<file path="config.mk">
export PLATFORM = sky130hd
export DESIGN_NAME = hotkey_slot_ctrl
export DESIGN_NICKNAME = d
export VERILOG_FILES = /design/src/rtl/hk_pkg.sv /design/src/rtl/hk_frame_sampler.sv /design/src/rtl/hk_chord_oneshot.sv /design/src/rtl/hk_slot_reg.sv /design/src/rtl/hk_resume_timer.sv /design/src/rtl/hotkey_slot_ctrl.sv
export SDC_FILE = /design/constraint.sdc
export NUM_CORES = 1
export LEC_CHECK = 0
export BUFFER_PORTS_ARGS = -buffer_cell sky130_fd_sc_hd__buf_2
export CAP_MARGIN = 30
export CORE_ASPECT_RATIO = 0.6
export CORE_MARGIN = 2
export CORE_UTILIZATION = 40
export DETAILED_ROUTE_END_ITERATION = 6
export SLEW_MARGIN = 10
export SYNTH_ARGS = -nofsm -noshare
export SYNTH_HDL_FRONTEND = slang
export SYNTH_SLANG_ARGS = --single-unit
export TNS_END_PERCENT = 10
</file>
<file path="constraint.sdc">
create_clock -name clk -period 1.6 [get_ports clk]
set_input_delay 0.24 -clock clk [delete_from_list [all_inputs] [get_ports clk]]
set_output_delay 0.24 -clock clk [all_outputs]
set_load 0.02 [all_outputs]
</file>
<file path="src/rtl/hk_pkg.sv">
package hk_pkg;
  localparam int BTN_W  = 12;
  localparam int KEY_W  = 8;
  localparam int SLOT_W = 2;

  localparam int B_UP    = 0;
  localparam int B_DOWN  = 1;
  localparam int B_LEFT  = 2;
  localparam int B_RIGHT = 3;
  localparam int B_START = 4;
  localparam int B_SEL   = 5;
  localparam int B_L     = 6;
  localparam int B_R     = 7;

  // dpad = {right, left, down, up}; priority Up, Right, Down, Left
  function automatic logic [SLOT_W-1:0] pick_slot(input logic [3:0] dpad,
                                                 input logic [SLOT_W-1:0] keep);
    if (dpad[0])      return 2'd0;
    else if (dpad[3]) return 2'd1;
    else if (dpad[1]) return 2'd2;
    else if (dpad[2]) return 2'd3;
    else              return keep;
  endfunction

  function automatic logic [7:0] hold_step(input logic [7:0] cnt);
    return cnt - 8'd1;
  endfunction
endpackage

</file>
<file path="src/rtl/hk_frame_sampler.sv">
module hk_frame_sampler #(
  parameter int W = 8
) (
  input  logic         clk,
  input  logic         rst_n,
  input  logic         frame_tick,
  input  logic [W-1:0] btn_in,
  output logic [W-1:0] btn_q,
  output logic         smp_pulse
);
  always_ff @(posedge clk) begin
    if (!rst_n) begin
      btn_q     <= '0;
      smp_pulse <= 1'b0;
    end else begin
      smp_pulse <= frame_tick;
      if (frame_tick) btn_q <= btn_in;
    end
  end

  // captured buttons move only on a frame tick
  a_r1_sample_on_tick: assert property (@(posedge clk) disable iff (!rst_n)
    !frame_tick |=> $stable(btn_q));
endmodule

</file>
<file path="src/rtl/hk_chord_oneshot.sv">
module hk_chord_oneshot (
  input  logic clk,
  input  logic rst_n,
  input  logic smp,
  input  logic key_a,
  input  logic key_b,
  input  logic key_x,
  output logic fire
);
  logic armed;
  logic chord_full;
  logic chord_free;

  assign chord_full = key_a & key_b & ~key_x;
  assign chord_free = ~key_a & ~key_b;

  always_ff @(posedge clk) begin
    if (!rst_n) begin
      armed <= 1'b1;
      fire  <= 1'b0;
    end else begin
      fire <= 1'b0;
      if (smp) begin
        if (chord_free) armed <= 1'b1;
        else if (chord_full && armed) begin
          fire  <= 1'b1;
          armed <= 1'b0;
        end
      end
    end
  end

  // a request lasts a single cycle
  a_r2_single_cycle: assert property (@(posedge clk) disable iff (!rst_n)
    fire |=> !fire);
  // a request requires the exclusive chord in the captured frame
  a_r4_exclusive_chord: assert property (@(posedge clk) disable iff (!rst_n)
    fire |-> $past(key_a && key_b && !key_x));
  // once fired, no further fire until a release frame is seen
  a_r5_disarm: assert property (@(posedge clk) disable iff (!rst_n)
    fire |-> !armed);
endmodule

</file>
<file path="src/rtl/hk_slot_reg.sv">
module hk_slot_reg (
  input  logic       clk,
  input  logic       rst_n,
  input  logic       smp,
  input  logic       slot_en,
  input  logic       sel,
  input  logic [3:0] dpad,
  output logic [1:0] slot_out
);
  import hk_pkg::*;

  logic [SLOT_W-1:0] slot_q;
  logic              pick_evt;

  assign pick_evt = smp & slot_en & sel & (|dpad);

  always_ff @(posedge clk) begin
    if (!rst_n)        slot_q <= '0;
    else if (pick_evt) slot_q <= pick_slot(dpad, slot_q);
  end

  assign slot_out = slot_en ? slot_q : '0;

  // stored slot changes only on an enabled Select+D-pad frame
  a_r7_slot_quiet: assert property (@(posedge clk) disable iff (!rst_n)
    !pick_evt |=> $stable(slot_q));
  // Up has top priority
  a_r6_up_first: assert property (@(posedge clk) disable iff (!rst_n)
    pick_evt && dpad[0] |=> slot_q == 2'd0);
endmodule

</file>
<file path="src/rtl/hk_resume_timer.sv">
module hk_resume_timer #(
  parameter int DLY_W = 8
) (
  input  logic             clk,
  input  logic             rst_n,
  input  logic             frame_tick,
  input  logic             load_done,
  input  logic [DLY_W-1:0] load_delay,
  output logic             hold
);
  logic [DLY_W-1:0] cnt;
  logic             expire;

  assign expire = hold & frame_tick & ~load_done & (cnt == '0);

  always_ff @(posedge clk) begin
    if (!rst_n) begin
      hold <= 1'b0;
      cnt  <= '0;
    end else if (load_done) begin
      hold <= 1'b1;
      cnt  <= load_delay;
    end else if (hold && frame_tick) begin
      if (cnt == '0) hold <= 1'b0;
      else           cnt  <= cnt - 1'b1;
    end
  end

  // hold only starts after a load_done
  a_r8_rise_after_done: assert property (@(posedge clk) disable iff (!rst_n)
    $rose(hold) |-> $past(load_done));
  // no release without a frame tick
  a_r8_keep_between_ticks: assert property (@(posedge clk) disable iff (!rst_n)
    hold && !frame_tick && !load_done |=> hold);
  // load_done wins over a tick
  a_r9_done_wins: assert property (@(posedge clk) disable iff (!rst_n)
    load_done |=> hold);
  // release happens exactly on expiry
  a_r8_fall_on_expiry: assert property (@(posedge clk) disable iff (!rst_n)
    $fell(hold) |-> $past(expire));
endmodule

</file>
<file path="src/rtl/hotkey_slot_ctrl.sv">
module hotkey_slot_ctrl #(
  parameter int DLY_W = 8
) (
  input  logic             clk,
  input  logic             rst_n,
  input  logic             frame_tick,
  input  logic [11:0]      btn,
  input  logic             slot_en,
  input  logic [DLY_W-1:0] load_delay,
  input  logic             load_done,
  output logic             save_req,
  output logic             load_req,
  output logic [1:0]       slot_sel,
  output logic             resume_hold
);
  import hk_pkg::*;

  logic [KEY_W-1:0] keys_q;
  logic             smp_pulse;
  logic             unused_face;

  assign unused_face = ^btn[BTN_W-1:KEY_W];

  hk_frame_sampler #(.W(KEY_W)) i_sampler (
    .clk(clk), .rst_n(rst_n), .frame_tick(frame_tick),
    .btn_in(btn[KEY_W-1:0]), .btn_q(keys_q), .smp_pulse(smp_pulse));

  // index 0: save (Start+R, not L), index 1: load (Start+L, not R)
  logic [1:0] fire_v;
  genvar g;
  generate
    for (g = 0; g < 2; g++) begin : g_chord
      localparam int KB = (g == 0) ? B_R : B_L;
      localparam int KX = (g == 0) ? B_L : B_R;
      hk_chord_oneshot i_chord (
        .clk(clk), .rst_n(rst_n), .smp(smp_pulse),
        .key_a(keys_q[B_START]), .key_b(keys_q[KB]), .key_x(keys_q[KX]),
        .fire(fire_v[g]));
    end
  endgenerate

  assign save_req = fire_v[0];
  assign load_req = fire_v[1];

  hk_slot_reg i_slot (
    .clk(clk), .rst_n(rst_n), .smp(smp_pulse), .slot_en(slot_en),
    .sel(keys_q[B_SEL]),
    .dpad({keys_q[B_RIGHT], keys_q[B_LEFT], keys_q[B_DOWN], keys_q[B_UP]}),
    .slot_out(slot_sel));

  hk_resume_timer #(.DLY_W(DLY_W)) i_resume (
    .clk(clk), .rst_n(rst_n), .frame_tick(frame_tick),
    .load_done(load_done), .load_delay(load_delay), .hold(resume_hold));

  // commands are mutually exclusive
  a_r4_no_both: assert property (@(posedge clk) disable iff (!rst_n)
    !(save_req && load_req));
  // commands appear only one cycle after a frame sample
  a_r2_after_sample: assert property (@(posedge clk) disable iff (!rst_n)
    (save_req || load_req) |-> $past(smp_pulse));
endmodule

</file>
* After elaboration in Yosys (flattened, before gate mapping)
Cells that the tools add are included.
** Storage, ports and cells
- Register bits :: 24
- Input bits :: 25
- Output and inout bits :: 5
- Logic and storage cells :: 59
** Operators by class
- Add/sub/neg operators :: 1
- Eq/ne operators :: 1
- Muxes and demuxes :: 17
- Bitwise operators :: 14
- Reductions and logical operators :: 17
** Operators by type and width (count)
- two-way mux 8 bit :: 3
- two-way mux 2 bit :: 5
- AND reduction 2 bit :: 5
- AND 1 bit :: 9
- two-way mux 1 bit :: 9
- zero test 8 bit :: 1
- nonzero test 2 bit :: 4
- subtractor 8 x 1 -> 8 bit (second input constant) :: 1
- OR reduction 3 bit :: 2
- inverter 1 bit :: 5
- nonzero test 4 bit :: 1
- OR reduction 4 bit :: 1
- logical AND 1 bit :: 3
- != test 2 bit (second input constant) :: 1

* Longest topological paths before layout
- Word-level depth :: 5
- Depth in mapped cells :: 6
- Mapped depth without buffers :: 6

* Hierarchy
A second synthesis with hierarchy kept.
** Unflattened totals
- Cell total of the unflattened synthesis :: 127
- Area, all modules :: 1198.6 µm²
** Modules (own cells, without submodules)
- hk_resume_timer :: times used 1, cells each 69, area each 571.8 µm², sequential area each 180.2 µm²
- hk_frame_sampler :: times used 1, cells each 27, area each 329.1 µm², sequential area each 180.2 µm²
- hk_chord_oneshot :: times used 2, cells each 9, area each 86.3 µm², sequential area each 40.0 µm²
- hk_slot_reg :: times used 1, cells each 13, area each 125.1 µm², sequential area each 40.0 µm²

* Worst setup path before layout
No wires, ideal clock.
- Path kind :: flip-flop to flip-flop
- From :: register i_resume.cnt[0]
- To :: register i_resume.cnt[0]
- Setup time :: 0.116 ns
- Data arrival time :: 1.349 ns
- Data required time :: 1.484 ns
- Setup slack :: 0.135 ns
- Cell stages (with the launch flop) :: 7
- Buffers on the path :: 0
- Period minus slack after synthesis :: 1.465 ns
- Cells stage by stage :: dfxtp_1 inv_1 ha_1 nor4b_4 a21oi_2 xnor2_1 o211a_1
** Between the ends
- Longest elaborated chain between the ends :: 4
- Elaborated cells on any way between the ends :: 7
- Those cells by class :: add/sub (1); eq/ne (1); mux (3); reduce/logical (2)
** Ends and longest elaborated chain
- start, declared :: line hk_resume_timer.sv:11 : logic [DLY_W-1:0] cnt;
- start signal, assigned :: line hk_resume_timer.sv:22 : cnt <= load_delay;
- start signal, assigned :: line hk_resume_timer.sv:25 : else cnt <= cnt - 1'b1;
- subtractor 8 x 1 -> 8 bit :: line hk_resume_timer.sv:25
- two-way mux 8 bit :: line hk_resume_timer.sv:24 : if (cnt == '0) hold <= 1'b0;
- two-way mux 8 bit :: line hk_resume_timer.sv:23 : end else if (hold && frame_tick) begin
- two-way mux 8 bit :: line hk_resume_timer.sv:20 : end else if (load_done) begin
Several ways; a longest one is shown, not always the timed one. The select of a mux whose other input is x is not followed.
A chain may end at the register's enable or synchronous reset.

* Final worst setup path
- From :: register i_resume.cnt[0]
- To :: register i_resume.cnt[2]
Same word-level chain as after synthesis.

==> results.yml <==
synthesis:
  syn_area_per_cell_um2: 8.82
  syn-cell-area_um2: 1120
  synth_compound_area_share_pct: 18.0
  synth_edf_count: 0
  synth_simple_gate_area_share_pct: 24.7
  synthFlopType: "dfxtp_1"
  syn_inst: 127
  synthMuxAreaShare_pct: 7.15
  synthArstFlopShare_pct: 0
  synth_nets: 153
  synth.distinct_cells: 32
  synth_fa_ha_area_share_pct: 1.12
  ys_warn_count: 0
  synth_top_family_by_area: "simple AND/OR/NAND/NOR gates"
  synthXorXnorAreaFrac_pct: 2.35
  yosysSeqAreaShare_pct: 42.9
  synth-seq-cells: 24
global_routing:
  grt.total_usage_pct: 15.9
  grt_pass1_wl_mm: 3.92
  grt_pass1_vias: 866
  grt-ovfl-total: 0
  antenna_found_initial: 0
  grt_start_max_net_pins: 28
worst_hold_path:
  hp-class: "in2reg"
die:
  core_area_um2: 2570
  start_util_pct: 43.5
  die_height_um: 45.0
  dieArea_um2: 3250
  die_w_um: 72.3
  num_io_pins: 30
  rows: 14
cts:
  postCtsHoldBufs: 0
  numCtsBuffers: 3
  cts_sinks: 24
  clk_path_buf_depth: 2
  clkTransAtPathRegs_ps: 80
  h-tree-depth: 1
  clk_latency_ps: 260
  cts_tree: "done"
  cts-root-buf: "clkbuf_8"
worst_setup_path:
  worstPathRequired_ps: 1750
  start_kind: "flop"
  setup.worst_path.end_class: "flop"
  crit_fanout: 5
  crit_type: "reg2reg"
  crit_arrival_ps: 1640
timing:
  hold_viol_final: 0
  max-slew-margin-rel_pct: 71.2
  period_minus_slack_ps: 1500
  worst_pin_slew_ps: 431
  drv_slew: 0
  whs_ps: 217
  finalSetupViolations: 0
  fmax_mhz: 668
  timing.final.crit_share_pct: 93.6
  fin_skew_ps: 0.809
power_and_ir_drop:
  p_leak_uw: 0.000582
  p_int_uw: 952
  p_sw_uw: 327
  peakVddDrop_v: 0.000524
  p_sw_share_pct: 25.6
  seq_power_share_pct: 51.8
  combinationalPowerShare_pct: 16.2
  power_density_nw_per_um2: 939
  clkPwrFrac_pct: 32.1
  total_power_uw: 1280
flow_run:
  drv_cap: 0
final_layout:
  num-fill-cells: 245
  mostFrequentLayoutCell: "buf_2"
  final_nets: 182
  final_cell_mix: "buf_2, dfxtp_1, nor2b_1, nor2_1, nand3_1"
  area_growth_pct: 21.7
  drive_gt1_share_pct: 27.1
  antenna_cells: 0
route:
  drtAntennaViolNets: 0
  first_iter_violations: 58
  wl_mm: 2.45
  routed_via_density: 5.19
  routedWlPerCell_um: 13.1
  num_vias: 970
  firstDrtPassIters: 4
  drc: 0
placed_design:
  gp_congestion: 0.792
  port_buffers: 25
  post-dp-hpwl_mm: 1.78
status:
  outcome: "finished, final reports clean"
==> worst max-delay path, cell delays in order (launching register included) <==
cell     delay [ps]
dfxtp_2         340
inv_2            60
ha_2            180
nor4b_4         270
buf_4           200
a21oi_1          70
xnor2_1         170
a21oi_1          90
==> area by class of cell <==
cell class / instances / area (um2) / area share, %
clock buffers: 4 / 55.1 / 4.04
inverters: 5 / 18.8 / 1.38
multi-input cells: 92 / 604 / 44.4
flip-flops and latches: 24 / 482 / 35.4
well taps: 32 / 40.0 / 2.94
repair buffers: 30 / 163 / 11.9
==> registers in the layout (all words and copies together) (netlist names) <==
name                   cells
g_chord.i_chord.armed      2
i_resume.hold              1
i_sampler.smp_pulse        1
g_chord.i_chord.fire       2
i_sampler.btn_q            8
i_slot.slot_q              2
i_resume.cnt               8
==> Yosys cell counts, types with 2 or more instances <==
master / instances / area [um2]
a21boi_0: 2 / 15.0
a21oi_1: 6 / 30.0
a31oi_1: 2 / 12.5
a41oi_1: 2 / 17.5
and2_1: 3 / 18.8
clkbuf_1: 5 / 18.8
dfxtp_1: 24 / 480
inv_1: 5 / 18.8
mux2i_1: 8 / 80.1
nand2_1: 7 / 26.3
nand3_1: 10 / 50.1
nor2_1: 11 / 41.3
nor2b_1: 11 / 68.8
nor3_1: 2 / 10.0
o211a_1: 2 / 20.0
o21ai_0: 9 / 45.0
xnor2_1: 3 / 26.3
==> layer usage <==
layer  routed length [um]  part of all wire, %  vias to the layer above  GRT usage [%]
met5                    0                    0                        -              0
met4                   19                 0.77                        0           3.40
met3                  141                  5.8                        2           4.69
met1                 1280                   52                      435           21.7
li1                     -                    -                      504              -
met2                 1020                   41                       29           25.3
==> per-stage QoR <==
step	setup TNS, ps	instance area [um2]	utilization [%]	worst slack, ps	std cells
after floorplan	0	1120	-	135	127
after global placement	0	1290	50.1	143	182
after detailed placement	0	1290	50.1	61.6	182
after CTS	0	1350	52.3	41.3	186
after global routing	-1.84	1360	52.9	-1.84	187
final	0	1360	52.9	102	187
==> worst paths after layout <==
path / from / end / slack, ps / depth (start not counted)
min reg2reg: g_chord[0].i_chord.armed / g_chord[0].i_chord.fire / 470 / 2
min: load_delay[5] / i_resume.cnt[5] / 220 / 3
max: i_resume.cnt[0] / i_resume.cnt[2] / 100 / 7
max reg2reg: i_resume.cnt[0] / i_resume.cnt[2] / 100 / 7
==> kinds of logic (layout without fill, tap and decap cells) <==
logic type / count (synthesis) / count (layout)
XOR/XNOR: 3 / 3
AND/OR/NAND/NOR: 50 / 50
buffers and inverters: 11 / 39
flip-flops: 24 / 24
multiplexers: 8 / 8
AO/OA/AOI/OAI: 30 / 30
adder cells (fa/ha/maj): 1 / 1
==> what timing repair did <==
| action | CTS | global route |
|---|---|---|
| setup buffers | 0 | 1 |
| gates resized for setup | 0 | 4 |
| endpoints found under the setup margin | 0 | 3 |
==> power groups by stage <==
stage	Clock (uW)	Sequential (uW)	Combinational (uW)
2_1_floorplan	0	670	129
3_3_place_gp	0	674	191
3_5_place_dp	0	675	198
4_1_cts	428	661	199
5_1_grt	447	667	232
6_report	410	663	207
No activity file was read; power rests on OpenSTA's default activity.
